<file path="config.mk">
export PLATFORM = sky130hd
export DESIGN_NAME = turnSyncSeq
export DESIGN_NICKNAME = d
export VERILOG_FILES = /design/src/rtl/seqPkg.sv /design/src/rtl/seqCtl.sv /design/src/rtl/seqPath.sv /design/src/rtl/turnSyncSeq.sv
export SDC_FILE = /design/constraint.sdc
export NUM_CORES = 1
export LEC_CHECK = 0
export CORE_MARGIN = 2
export CORE_UTILIZATION = 43
export CTS_CLUSTER_DIAMETER = 100
export DETAILED_ROUTE_END_ITERATION = 8
export SLEW_MARGIN = 0
export SYNTH_ARGS = -nofsm -noshare
export SYNTH_HDL_FRONTEND = slang
export SYNTH_SLANG_ARGS = --single-unit
</file>
<file path="constraint.sdc">
create_clock -name clk -period 2.95 [get_ports clk]
set_input_delay 0.295 -clock clk [delete_from_list [all_inputs] [get_ports clk]]
set_output_delay 0.295 -clock clk [all_outputs]
set_load 0.05 [all_outputs]
</file>
<file path="src/rtl/seqPkg.sv">
package seqPkg;
  typedef struct packed {
    logic clear;
    logic trig;
    logic turn;
    logic delayEn;
  } seqStrb_t;

  typedef enum logic [1:0] {CH_IDLE, CH_ARMED, CH_WAIT} chState_t;
endpackage

</file>
<file path="src/rtl/seqCtl.sv">
module seqCtl import seqPkg::*; #(
  parameter int EV_W = 8,
  parameter int PRE_W = 6,
  parameter int CNT_W = 11,
  parameter int DAT_W = 16,
  parameter int ADDR_W = 5,
  parameter int REG_SCAL = 16,
  parameter logic [EV_W-1:0] TURN_CODE = 8'hAA
) (
  input  logic              clk,
  input  logic              rstN,
  input  logic              evtStb,
  input  logic [EV_W-1:0]   evtCode,
  input  logic              extTrig,
  input  logic              regWe,
  input  logic [ADDR_W-1:0] regAddr,
  input  logic [DAT_W-1:0]  regWdata,
  output seqStrb_t          strb
);
  localparam int REG_PRE = REG_SCAL + 1;
  localparam int REG_CTRL = REG_SCAL + 2;
  localparam int REG_START = REG_SCAL + 3;

  logic [EV_W-1:0] startCode;
  logic [CNT_W-1:0] scalReload, scalCnt;
  logic [PRE_W-1:0] preDly, preCnt;
  logic [1:0] startSrc, trigSrc;
  logic preEn, dlyEn, singleMode, prePend, shotUsed, extPrev;
  logic isTurn, startHit, preFire, trigRaw, trigOk, ctrlWr, softClr;
  wire unusedBits = ^{regWdata[14:13], regWdata[11:8], regWdata[3:2]};

  assign isTurn = evtStb && (evtCode == TURN_CODE);
  assign ctrlWr = regWe && (regAddr == ADDR_W'(REG_CTRL));
  assign softClr = ctrlWr && regWdata[15];
  assign preFire = prePend && isTurn && (preCnt == '0);
  assign trigOk = trigRaw && !(singleMode && shotUsed);

  always_comb begin
    case (startSrc)
      2'b00:   startHit = evtStb && (evtCode == startCode);
      2'b10:   startHit = isTurn && (scalCnt == '0);
      default: startHit = 1'b0;
    endcase
    case (trigSrc)
      2'b00:   trigRaw = preFire;
      2'b01:   trigRaw = extTrig && !extPrev;
      2'b10:   trigRaw = startHit;
      default: trigRaw = 1'b0;
    endcase
  end

  always_ff @(posedge clk or negedge rstN) begin
    if (!rstN) begin
      startCode <= '0; scalReload <= '0; scalCnt <= '0; preDly <= '0; preCnt <= '0;
      startSrc <= '0; trigSrc <= '0; preEn <= 1'b0; dlyEn <= 1'b0; singleMode <= 1'b0;
      prePend <= 1'b0; shotUsed <= 1'b0; extPrev <= 1'b0; strb <= '0;
    end else begin
      extPrev <= extTrig;
      strb.clear <= softClr;
      strb.trig <= trigOk && !softClr;
      strb.turn <= isTurn && !softClr;
      strb.delayEn <= dlyEn;
      if (softClr) begin
        prePend <= 1'b0;
        shotUsed <= 1'b0;
        scalCnt <= scalReload;
      end else begin
        if (regWe && regAddr == ADDR_W'(REG_SCAL)) scalCnt <= regWdata[CNT_W-1:0];
        else if (isTurn) scalCnt <= (scalCnt == '0) ? scalReload : scalCnt - 1'b1;
        if (trigSrc == 2'b00 && startHit && !prePend) begin
          prePend <= 1'b1;
          preCnt <= preEn ? preDly : '0;
        end else if (prePend && isTurn) begin
          if (preCnt == '0) prePend <= 1'b0;
          else preCnt <= preCnt - 1'b1;
        end
        if (ctrlWr) shotUsed <= 1'b0;
        else if (trigOk && singleMode) shotUsed <= 1'b1;
      end
      if (ctrlWr) begin
        preEn <= regWdata[0];
        dlyEn <= regWdata[1];
        trigSrc <= regWdata[5:4];
        startSrc <= regWdata[7:6];
        singleMode <= regWdata[12];
      end
      if (regWe && regAddr == ADDR_W'(REG_SCAL)) scalReload <= regWdata[CNT_W-1:0];
      if (regWe && regAddr == ADDR_W'(REG_PRE)) preDly <= regWdata[PRE_W-1:0];
      if (regWe && regAddr == ADDR_W'(REG_START)) startCode <= regWdata[EV_W-1:0];
    end
  end
endmodule

</file>
<file path="src/rtl/seqPath.sv">
module seqPath import seqPkg::*; #(
  parameter int NUM_OUT = 8,
  parameter int DLY_W = 11,
  parameter int CNT_W = 11,
  parameter int DAT_W = 16,
  parameter int ADDR_W = 5,
  parameter int PULSE_LEN = 3
) (
  input  logic               clk,
  input  logic               rstN,
  input  seqStrb_t           strb,
  input  logic               regWe,
  input  logic [ADDR_W-1:0]  regAddr,
  input  logic [DAT_W-1:0]   regWdata,
  output logic [NUM_OUT-1:0] syncOut
);
  localparam int PLS_W = $clog2(PULSE_LEN + 1);
  localparam int WID_W = (DLY_W > CNT_W) ? DLY_W : CNT_W;

  wire unusedBits = ^regWdata[DAT_W-1:WID_W];

  for (genvar i = 0; i < NUM_OUT; i++) begin : g_ch
    logic [DLY_W-1:0] bucket, dcnt;
    logic [CNT_W-1:0] gate, rem;
    logic [PLS_W-1:0] pls;
    chState_t st;

    always_ff @(posedge clk or negedge rstN) begin
      if (!rstN) begin
        bucket <= '0;
        gate <= '0;
      end else if (regWe) begin
        if (regAddr == ADDR_W'(i)) bucket <= regWdata[DLY_W-1:0];
        if (regAddr == ADDR_W'(NUM_OUT + i)) gate <= regWdata[CNT_W-1:0];
      end
    end

    always_ff @(posedge clk or negedge rstN) begin
      if (!rstN) begin
        st <= CH_IDLE; dcnt <= '0; rem <= '0; pls <= '0;
      end else if (strb.clear) begin
        st <= CH_IDLE; rem <= '0; pls <= '0;
      end else begin
        if (pls != '0) pls <= pls - 1'b1;
        case (st)
          CH_IDLE: if (strb.trig && gate != '0) begin
            rem <= gate;
            dcnt <= strb.delayEn ? bucket : '0;
            st <= CH_WAIT;
          end
          CH_ARMED: if (strb.turn) begin
            dcnt <= strb.delayEn ? bucket : '0;
            st <= CH_WAIT;
          end
          default: if (dcnt == '0) begin
            pls <= PLS_W'(PULSE_LEN);
            rem <= rem - 1'b1;
            st <= (rem == CNT_W'(1)) ? CH_IDLE : CH_ARMED;
          end else begin
            dcnt <= dcnt - 1'b1;
          end
        endcase
      end
    end

    assign syncOut[i] = (pls != '0);
  end
endmodule

</file>
<file path="src/rtl/turnSyncSeq.sv">
module turnSyncSeq import seqPkg::*; #(
  parameter int NUM_OUT = 8,
  parameter int DLY_W = 11,
  parameter int CNT_W = 11,
  parameter int PRE_W = 6,
  parameter int EV_W = 8,
  parameter int DAT_W = 16,
  parameter int PULSE_LEN = 3,
  parameter logic [EV_W-1:0] TURN_CODE = 8'hAA,
  localparam int ADDR_W = $clog2(2 * NUM_OUT + 4)
) (
  input  logic               clk,
  input  logic               rstN,
  input  logic               evtStb,
  input  logic [EV_W-1:0]    evtCode,
  input  logic               extTrig,
  input  logic               regWe,
  input  logic [ADDR_W-1:0]  regAddr,
  input  logic [DAT_W-1:0]   regWdata,
  output logic [NUM_OUT-1:0] syncOut
);
  seqStrb_t strb;

  seqCtl #(.EV_W(EV_W), .PRE_W(PRE_W), .CNT_W(CNT_W), .DAT_W(DAT_W), .ADDR_W(ADDR_W),
           .REG_SCAL(2 * NUM_OUT), .TURN_CODE(TURN_CODE)) u_ctl (
    .clk(clk), .rstN(rstN), .evtStb(evtStb), .evtCode(evtCode), .extTrig(extTrig),
    .regWe(regWe), .regAddr(regAddr), .regWdata(regWdata), .strb(strb));

  seqPath #(.NUM_OUT(NUM_OUT), .DLY_W(DLY_W), .CNT_W(CNT_W), .DAT_W(DAT_W),
            .ADDR_W(ADDR_W), .PULSE_LEN(PULSE_LEN)) u_path (
    .clk(clk), .rstN(rstN), .strb(strb), .regWe(regWe), .regAddr(regAddr),
    .regWdata(regWdata), .syncOut(syncOut));
endmodule

</file>
* Yosys cells after proc, flatten, opt, wreduce, memory -nomap -nowiden *
Cells that the tools add are included.

cells by class
  $add $sub $neg = 26
  $mul = 0
  divide/modulo/power cells = 0
  $lt $le $gt $ge = 0
  eq/ne operators = 89
  shift operators = 0
  muxes and demuxes = 162
  bitwise gates (word level) = 2
  reductions and logical operators = 138

operators by type and width
  operator                                            number
  two-way mux 11 bit                                  60
  case mux 11 bit (2 select lines)                    16
  subtractor 11 x 1 -> 11 bit, second input constant  17
  two-way mux 2 bit                                   57
  logical NOT 11 bit                                  9
  == test 11 x 1 -> 1 bit, second input constant      8
  nonzero test 11 bit                                 8
  AND reduction 3 bit                                 17
  != test 3 bit, second input constant                16
  == test 5 x 4 -> 1 bit, second input constant       8
  nonzero test 3 bit                                  12
  AND reduction 2 bit                                 17
  != test 2 bit, second input constant                16
  case mux 2 bit (2 select lines)                     8
  AND reduction 4 bit                                 8
  nonzero test 4 bit                                  8
  logical AND 1 bit                                   26
  two-way mux 6 bit                                   4
  != test 3 x 2 -> 1 bit, second input constant       8
  == test 5 x 3 -> 1 bit, second input constant       4
  == test 5 bit, second input constant                4
  logical NOT 2 bit                                   10
  == test 2 x 1 -> 1 bit, second input constant       9
  != test 2 x 1 -> 1 bit, second input constant       9
  other kinds (16)                                    58

word-level totals
  register bits after elaboration = 440
  latch bits = 0
  bits in writable memories = 0
  ROM bits = 0
  bits of input ports = 34
  output and inout port bits = 8
  word-level logic and storage cells = 482
  memories kept = 0

* Logic depth before layout (Yosys ltp) *
Gate-level depths: netlist of run 1.

  depth after elaboration = 10
  depth in mapped cells = 10
  mapped depth without buffers = 9

* Cells and area by module *
Synthesis of run 1 repeated with hierarchy kept, for this count alone.

second synthesis, totals
  cells, all modules = 2,354
  area, all modules = 23,207.3 um2

by module, submodules not included
  module   instances  cells each  area an instance (um2)  seq. area each (um2)
  seqPath  1          2,055       20,253.2                9,609.2
  seqCtl   1          299         2,954.1                 1,401.3

* Worst setup path after synthesis of run 1 *
No wires, ideal clock.

  path kind = reg-to-reg
  start = register u_path.g_ch[4].dcnt[0]
  end = register u_path.g_ch[4].rem[10]
  library setup time = 142 ps
  arrival time = 2,193 ps
  required time = 2,808 ps
  slack = 615 ps
  cell stages (with the launch flop) = 9
  buffers on the path = 1
  period minus slack after synthesis = 2,335 ps
  cells stage by stage = dfrtp_1 > inv_1 > ha_1 > or3b_2 > nor4_4 > nand4b_1 > clkbuf_1 > o311ai_0 > o21ai_0

between the ends
  longest elaborated chain between the ends = 3

RTL lines
  what                                  line           RTL
  start: declaration                    seqPath.sv:23  logic [DLY_W-1:0] bucket, dcnt;
  start signal: assignment              seqPath.sv:48  dcnt <= strb.delayEn ? bucket : '0;
  start signal: assignment              seqPath.sv:52  dcnt <= strb.delayEn ? bucket : '0;
  start signal: assignment              seqPath.sv:60  dcnt <= dcnt - 1'b1;
  logical NOT 11 bit                    seqPath.sv:55  default: if (dcnt == '0) begin
  nonzero test 3 bit (no source line)   -
  AND reduction 3 bit (no source line)  -
  end signal: assignment                seqPath.sv:47  rem <= gate;
  end signal: assignment                seqPath.sv:57  rem <= rem - 1'b1;
  end: declaration                      seqPath.sv:24  logic [CNT_W-1:0] gate, rem;

No other way between the ends.
A chain may end at the register's enable or synchronous reset.

* Worst setup path after layout of run 1 *
  start = register u_path.g_ch[0].dcnt[0]
  end = register u_path.g_ch[0].rem[1]

between the ends
  longest elaborated chain between the ends = 3

RTL lines
  what                                  line
  start: declaration                    seqPath.sv:23
  start signal: assignment              seqPath.sv:48
  start signal: assignment              seqPath.sv:52
  start signal: assignment              seqPath.sv:60
  logical NOT 11 bit                    seqPath.sv:55
  nonzero test 3 bit (no source line)   -
  AND reduction 3 bit (no source line)  -
  end signal: assignment                seqPath.sv:47
  end signal: assignment                seqPath.sv:57
  end: declaration                      seqPath.sv:24

No other way between the ends.

==> impl_metrics.csv, run 1 <==
group,metric,value,unit
status,status,"complete, no violations",
sta,setup_ws,0.327,ns
placement,gp_congestion,0.837,
finish,final_cells,3059,
global_routing,first_global_vias,17200,
logic_synthesis,synthAdderAreaFrac,1.46,%
clock_tree,cts_tree,"done",
finish,drive_gt1_share,17.4,%
power_and_ir_drop,cellLeakagePower,11.1,nW
sta,final.setup.tns,0,ns
logic_synthesis,synth_top_flop_cell,"dfrtp_1",
finish,final_core_util,49.8,%
logic_synthesis,ys_ff_latch,440,
logic_synthesis,avgSynthCellArea,9.71,um^2
global_routing,antenna_found_initial,2,
placement,placed_area,23700,um^2
worst_hold_path,holdPathStages,1,
global_routing,overflow,0,
logic_synthesis,ys_types,76,
floorplan,initial_core_util,43.4,%
sta,finalHoldViolCount,0,
route,drc_errors,0,
placement,dp_hpwl,38000,um
logic_synthesis,muxShareOfSynthArea,10.1,%
finish,mostFrequentLayoutCells,"dfrtp_1 (439), nand2_1 (227), mux2_2 (196)",
clock_tree,insertion_delay,0.58,ns
route,viasPerCell,5.86,
critical_path,ff2ff_path_depth,7,
sta,finalCriticalPeriod,2.62,ns
logic_synthesis,yosys.area_share.simple,16.5,%
logic_synthesis,yosysSeqAreaShare,49.5,%
clock_tree,cts.sinks,440,
power_and_ir_drop,power,25.0,mW
global_routing,grt_max_degree,105,
global_routing,grt_usage,22.0,%
finish,syn_to_final_growth,14.7,%
logic_synthesis,syn_nets,2351,
sta,final.period_utilization,88.9,%
finish,final_nets,2398,
logic_synthesis,synth_compound_area_share,17.9,%
finish,final_cell_area,25500,um^2
power_and_ir_drop,vdd_ir_drop_max,0.436,mV
run,cap_violations,0,
floorplan,dieArea,53600,um^2
clock_tree,numCtsBuffers,50,
clock_tree,clk_path_buf_depth,3,
logic_synthesis,ys_warn_count,0,
logic_synthesis,synth_area,22200,um^2
sta,setup_violations,0,
logic_synthesis,synth_top_family_by_area,"compound AO/OA/AOI/OAI gates",
logic_synthesis,synth_xor_area_share,0.394,%
floorplan,core.rowCount,83,
critical_path,path_buf_inv,1,
sta,final-max-slew-violation-count,0,
critical_path,slowest_stage,"nor3b_2",
critical_path,start_kind,"flip-flop",
sta,rsz0062_at_grt,"false",
sta,skew,0.0116,ns
placement,placedCellCount,2965,
route,vias,17900,
route,ant_nets,0,
sta,max-slew-margin-rel,26.1,%
floorplan,die_h,231,um
critical_path,path_cells,"inv_1 > ha_1 > nor3b_1 > nand3_1 > nor3b_2 > o21ai_1 > o21ai_0",
route,wire_per_inst,19.1,um
floorplan,core_area,51200,um^2
clock_tree,cts_setup_buffers,0,
power_and_ir_drop,p_per_area,981,nW/um^2
critical_path,cp_max_fo,9,
placement,io_buffers,38,
critical_path,path_class,"flip-flop to flip-flop",
sta,tightest_slew,1.10,ns
floorplan,io_pins,42,
critical_path,arrival,3.11,ns
sta,fin_hold_ws,0.208,ns
clock_tree,htree_num_levels,2,
route,drtPass1Iterations,5,
finish,final_common_cell,"dfrtp_1",
clock_tree,root_buffer,"clkbuf_16",
floorplan,die_w,231,um
global_routing,grt_pass1_wl,94300,um
clock_tree,clkTransAtPathRegs,0.06,ns
critical_path,cp_top_family,"simple AND/OR/NAND/NOR gates",
logic_synthesis,synth_enable_flop_cells,0,
sta,max_freq,381,MHz
route,routed_wirelength,58300,um
finish,diodes,0,
placement,dpl_worst_slack,-0.121,ns
critical_path,cp-end-kind,"flip-flop",
critical_path,cp.depth,7,
worst_hold_path,min_path_type,"primary input to flip-flop",
logic_synthesis,async_flop_share,100,%
logic_synthesis,netlist_instances,2291,
critical_path,critPathRequiredTime,3.44,ns
critical_path,slowest_delay,0.53,ns
route,drtIter0Drc,1547,
## cells in the mapped netlist (5+ instances only)
master	n	share of area (%)
or3_1	28	0.79
nor3b_1	15	0.51
nor4b_1	7	0.28
a22o_1	7	0.28
o21ai_0	195	4.4
mux2_2	196	9.9
nand2_1	227	3.8
nand4_1	10	0.28
nand3_1	50	1.1
a31oi_1	21	0.59
o31ai_1	23	0.78
nor2_1	170	2.9
a221oi_1	8	0.32
a21boi_0	13	0.44
o31a_1	9	0.35
nor3_1	67	1.5
o311ai_0	17	0.67
and3_1	13	0.37
o41ai_1	13	0.51
ha_1	26	1.5
a32oi_1	41	1.6
o21a_1	6	0.20
buf_1	10	0.17
o22ai_1	28	0.79
xor2_1	9	0.35
a211oi_1	15	0.51
clkbuf_1	121	2.0
inv_1	97	1.6
buf_2	5	0.11
dfrtp_1	440	50
or4_1	18	0.61
or2_2	17	0.48
and2_1	6	0.17
mux2i_1	5	0.23
nand2b_1	22	0.62
a21oi_1	148	3.3
nor4_1	49	1.4
a22oi_1	45	1.5
nor2b_1	23	0.65
## state kept, by name (all words and copies together), names as in the netlist
name / flops
u_ctl.dlyEn: 1
u_ctl.extPrev: 1
u_ctl.preCnt: 6
u_ctl.preDly: 6
u_ctl.preEn: 1
u_ctl.prePend: 1
u_ctl.scalCnt: 11
u_ctl.scalReload: 11
u_ctl.shotUsed: 1
u_ctl.singleMode: 1
u_ctl.startCode: 8
u_ctl.startSrc: 2
u_ctl.strb: 4
u_ctl.trigSrc: 2
u_path.g_ch.bucket: 88
u_path.g_ch.dcnt: 88
u_path.g_ch.gate: 88
u_path.g_ch.pls: 16
u_path.g_ch.rem: 88
u_path.g_ch.st: 16
## logic make-up after synthesis
| group | count (synthesis) |
|---|---|
| DFF | 440 |
| xor gates and xnor gates | 10 |
| buffers and inverters | 238 |
| AOI/OAI and AO/OA | 630 |
| and+or+nand+nor | 746 |
| muxes | 201 |
| adders and majority gates | 26 |
## worst reg2reg max path: cells and delay by family, from the launching register on
kind                       cells  cell delay (ns)
AOI/OAI and AO/OA              2             0.66
adders and majority gates      1             0.20
and+or+nand+nor                3             1.17
buffers and inverters          1             0.09
DFF                            1             0.40
## per-layer routing
metal	vias up	share of wire, %	global-route usage [%]
li1	8479	-	-
met1	8895	47	31.1
met2	443	46	34.9
met3	92	4.5	2.79
met4	2	2.8	7.42
met5	-	0.012	0
## area by class of cell
type	instances	area, um^2
clock inverters	11	135
well taps	680	851
multi-input cells	1613	10300
fillers	4611	25700
clock buffers	82	1640
inverters	100	380
flip-flops and latches	440	11000
repair buffers	133	1150
## power breakdown
group          total (mW)  switching, mW  internal (mW)
Sequential           9.54           1.68           7.86
Combinational        8.92           5.22           3.70
Clock                6.57           2.54           4.03
Total                25.0           9.43           15.6
## timing repair
| item | 4_1_cts | 5_1_grt |
|---|---|---|
| endpoints found under the hold margin | 47 | 0 |
| setup endpoints to repair | 0 | 2 |
| resized for setup | 0 | 2 |
| hold buffers | 1 | 0 |
## path summary, 6_finish.rpt
check                                              startpoint                           endpoint  slack, ns
setup / recovery           u_path.g_ch[0].dcnt[0]$_DFFE_PN0P_  u_path.g_ch[0].rem[1]$_DFFE_PN0P_       0.33
hold / removal                                        extTrig            u_ctl.extPrev$_DFF_PN0_       0.21
setup reg to reg           u_path.g_ch[0].dcnt[0]$_DFFE_PN0P_  u_path.g_ch[0].rem[1]$_DFFE_PN0P_       0.33
hold reg to reg                       u_ctl.dlyEn$_DFFE_PN0P_            u_ctl.strb[0]$_DFF_PN0_       0.37
max in group asynchronous                                rstN            u_ctl.strb[3]$_DFF_PN0_       1.79
min in group asynchronous                                rstN    u_path.g_ch[1].pls[1]$_DFF_PN0_       0.24
Power figures use the tool's default switching activity.
==> run 2: changes to the inputs <==
- CTS_BUF_LIST: default -> sky130_fd_sc_hd__clkbuf_16
==> run 2 against run 1 <==
Net effect:
- sequential power about the same
- combinational power is essentially flat
- register-to-register slack about the same
- maximum frequency down 0.31%
- die area unchanged
- hold slack worse by 0.0028 ns
- critical endpoint unchanged
- core utilization shrank 0.39 points
- flip-flop and latch count is the same
- largest power group unchanged
- via count barely moved
- sequential share of layout area is 0.34 points higher
- final cell count stayed put
- worst setup slack worse by 0.0082 ns
==> impl_metrics.csv, run 2 (synthesis results as in run 1) <==
group,metric,value,unit
power_and_ir_drop,power,24.4,mW
power_and_ir_drop,cellLeakagePower,11.1,nW
critical_path,path_cells,"inv_1 > ha_1 > nor3b_1 > nand3_1 > nor3b_2 > o21ai_1 > o21ai_0",
critical_path,slowest_stage,"nor3b_2",
critical_path,critPathRequiredTime,3.44,ns
route,drtIter0Drc,1520,
global_routing,first_global_vias,17300,
critical_path,cp_max_fo,9,
clock_tree,root_buffer,"clkbuf_16",
floorplan,die_w,231,um
route,wl_met3,2510,um
worst_hold_path,hold_path_end,"u_ctl.extPrev$_DFF_PN0_",
sta,setup_ws,0.319,ns
critical_path,start_kind,"flip-flop",
sta,final.period_utilization,89.2,%
critical_path,arrival,3.12,ns
route,top_layer_used,"met4",
finish,final_common_cell,"dfrtp_1",
sta,setup_violations,0,
power_and_ir_drop,p_per_area,966,nW/um^2
critical_path,path_class,"flip-flop to flip-flop",
floorplan,initial_core_util,43.4,%
critical_path,cp-end-kind,"flip-flop",
global_routing,overflow,0,
worst_hold_path,hp-start,"extTrig",
sta,finalCriticalPeriod,2.63,ns
placement,gp_congestion,0.837,
route,drc_errors,0,
clock_tree,clk_path_buf_depth,3,
sta,final-max-slew-violation-count,0,
clock_tree,numCtsBuffers,50,
clock_tree,htree_num_levels,2,
sta,rsz0062_at_grt,"false",
route,met2WireLength,26600,um
run,cap_violations,0,
floorplan,die_h,231,um
worst_hold_path,min_path_type,"primary input to flip-flop",
status,status,"complete, no violations",
finish,final_nets,2398,
route,wl_met1,27500,um
clock_tree,cts_setup_buffers,0,
critical_path,reg2reg_to,"u_path.g_ch[0].rem[1]$_DFFE_PN0P_",
placement,dp_hpwl,38000,um
floorplan,io_pins,42,
sta,tightest_slew,1.10,ns
sta,max-slew-margin-rel,26.7,%
placement,placed_area,23700,um^2
placement,dpl_worst_slack,-0.121,ns
floorplan,dieArea,53600,um^2
clock_tree,cts_tree,"done",
route,drtPass1Iterations,6,
finish,mostFrequentLayoutCells,"dfrtp_1 (439), nand2_1 (227), mux2_2 (196)",
clock_tree,cts.sinks,440,
finish,diodes,0,
finish,final_cell_area,25300,um^2
clock_tree,clkTransAtPathRegs,0.06,ns
global_routing,grt_usage,22.0,%
critical_path,r2r-start,"u_path.g_ch[0].dcnt[0]$_DFFE_PN0P_",
global_routing,grt_pass1_wl,94300,um
worst_hold_path,holdPathStages,1,
finish,drive_gt1_share,16.5,%
finish,syn_to_final_growth,13.8,%
global_routing,grt_max_degree,105,
route,ant_nets,0,
route,viasPerCell,5.86,
sta,finalHoldViolCount,0,
power_and_ir_drop,vdd_ir_drop_max,0.436,mV
sta,max_freq,380,MHz
route,wire_per_inst,19.1,um
critical_path,slowest_delay,0.54,ns
sta,skew,0.0105,ns
route,vias,17900,
critical_path,ff2ff_path_depth,7,
clock_tree,insertion_delay,0.58,ns
critical_path,rrSetupSlack,0.32,ns
critical_path,cp-startpoint,"u_path.g_ch[0].dcnt[0]$_DFFE_PN0P_",
floorplan,core_area,51200,um^2
finish,fillers,4638,
sta,final.setup.tns,0,ns
global_routing,antenna_found_initial,1,
placement,io_buffers,38,
route,routed_wirelength,58400,um
floorplan,core.rowCount,83,
run 2: power by group:
group / internal (mW) / total [mW] / switching (mW)
Combinational: 3.70 / 8.91 / 5.21
Clock: 3.47 / 5.98 / 2.51
Sequential: 7.86 / 9.55 / 1.68
Total: 15.0 / 24.4 / 9.41
run 2: worst max-delay path by stage:
stage	endpoint	slack, ns	cells past startpoint
finish	u_path.g_ch[0].rem[1]$_DFFE_PN0P_	0.32	7
global route	u_path.g_ch[0].rem[1]$_DFFE_PN0P_	0.08	7
CTS	u_path.g_ch[6].rem[6]$_DFFE_PN0P_	0.18	7
detailed placement	u_ctl.preCnt[4]$_DFFE_PN0P_	-0.12	9
global placement	u_ctl.preCnt[4]$_DFFE_PN0P_	-0.11	9
floorplan	u_path.g_ch[4].rem[10]$_DFFE_PN0P_	0.62	8
run 2: repair_timing:
action	CTS	global route
endpoints found under the hold margin	47	0
hold buffers	1	0
gates resized for setup	0	2
setup endpoints to repair	0	2
run 2: final cells by class:
class / count / area [um^2] / area share [%]
clock buffers: 53 / 1330 / 5.24
clock inverters: 40 / 244 / 0.964
inverters: 100 / 380 / 1.50
multi-input cells: 1613 / 10300 / 40.8
flip-flops and latches: 440 / 11000 / 43.5
well taps: 680 / 851 / 3.36
repair buffers: 133 / 1150 / 4.55
run 2: worst max-delay path: cells and delay by family (launching register included):
family,cells,cell delay (ns)
AND/OR/NAND/NOR,3,1.18
flip-flops,1,0.40
adder cells (fa/ha/maj),1,0.20
AO/OA/AOI/OAI,2,0.66
buffers and inverters,1,0.09
run 2: metal layers:
layer | up-vias | track usage, %
met5 | - | 0
met4 | 0 | 7.52
met1 | 8943 | 31.0
met3 | 95 | 2.71
met2 | 417 | 34.9
li1 | 8471 | -
run 2: through the flow:
step / utilization (%) / hold slack, ns / instances
final: 49.4 / 0.205 / 3059
after global routing: 49.4 / 0.207 / 3059
after CTS: 49.4 / 0.172 / 3059
after detailed placement: 46.3 / 0.256 / 2965
after global placement: 46.3 / 0.259 / 2965
after floorplan: - / -0.000591 / 2291
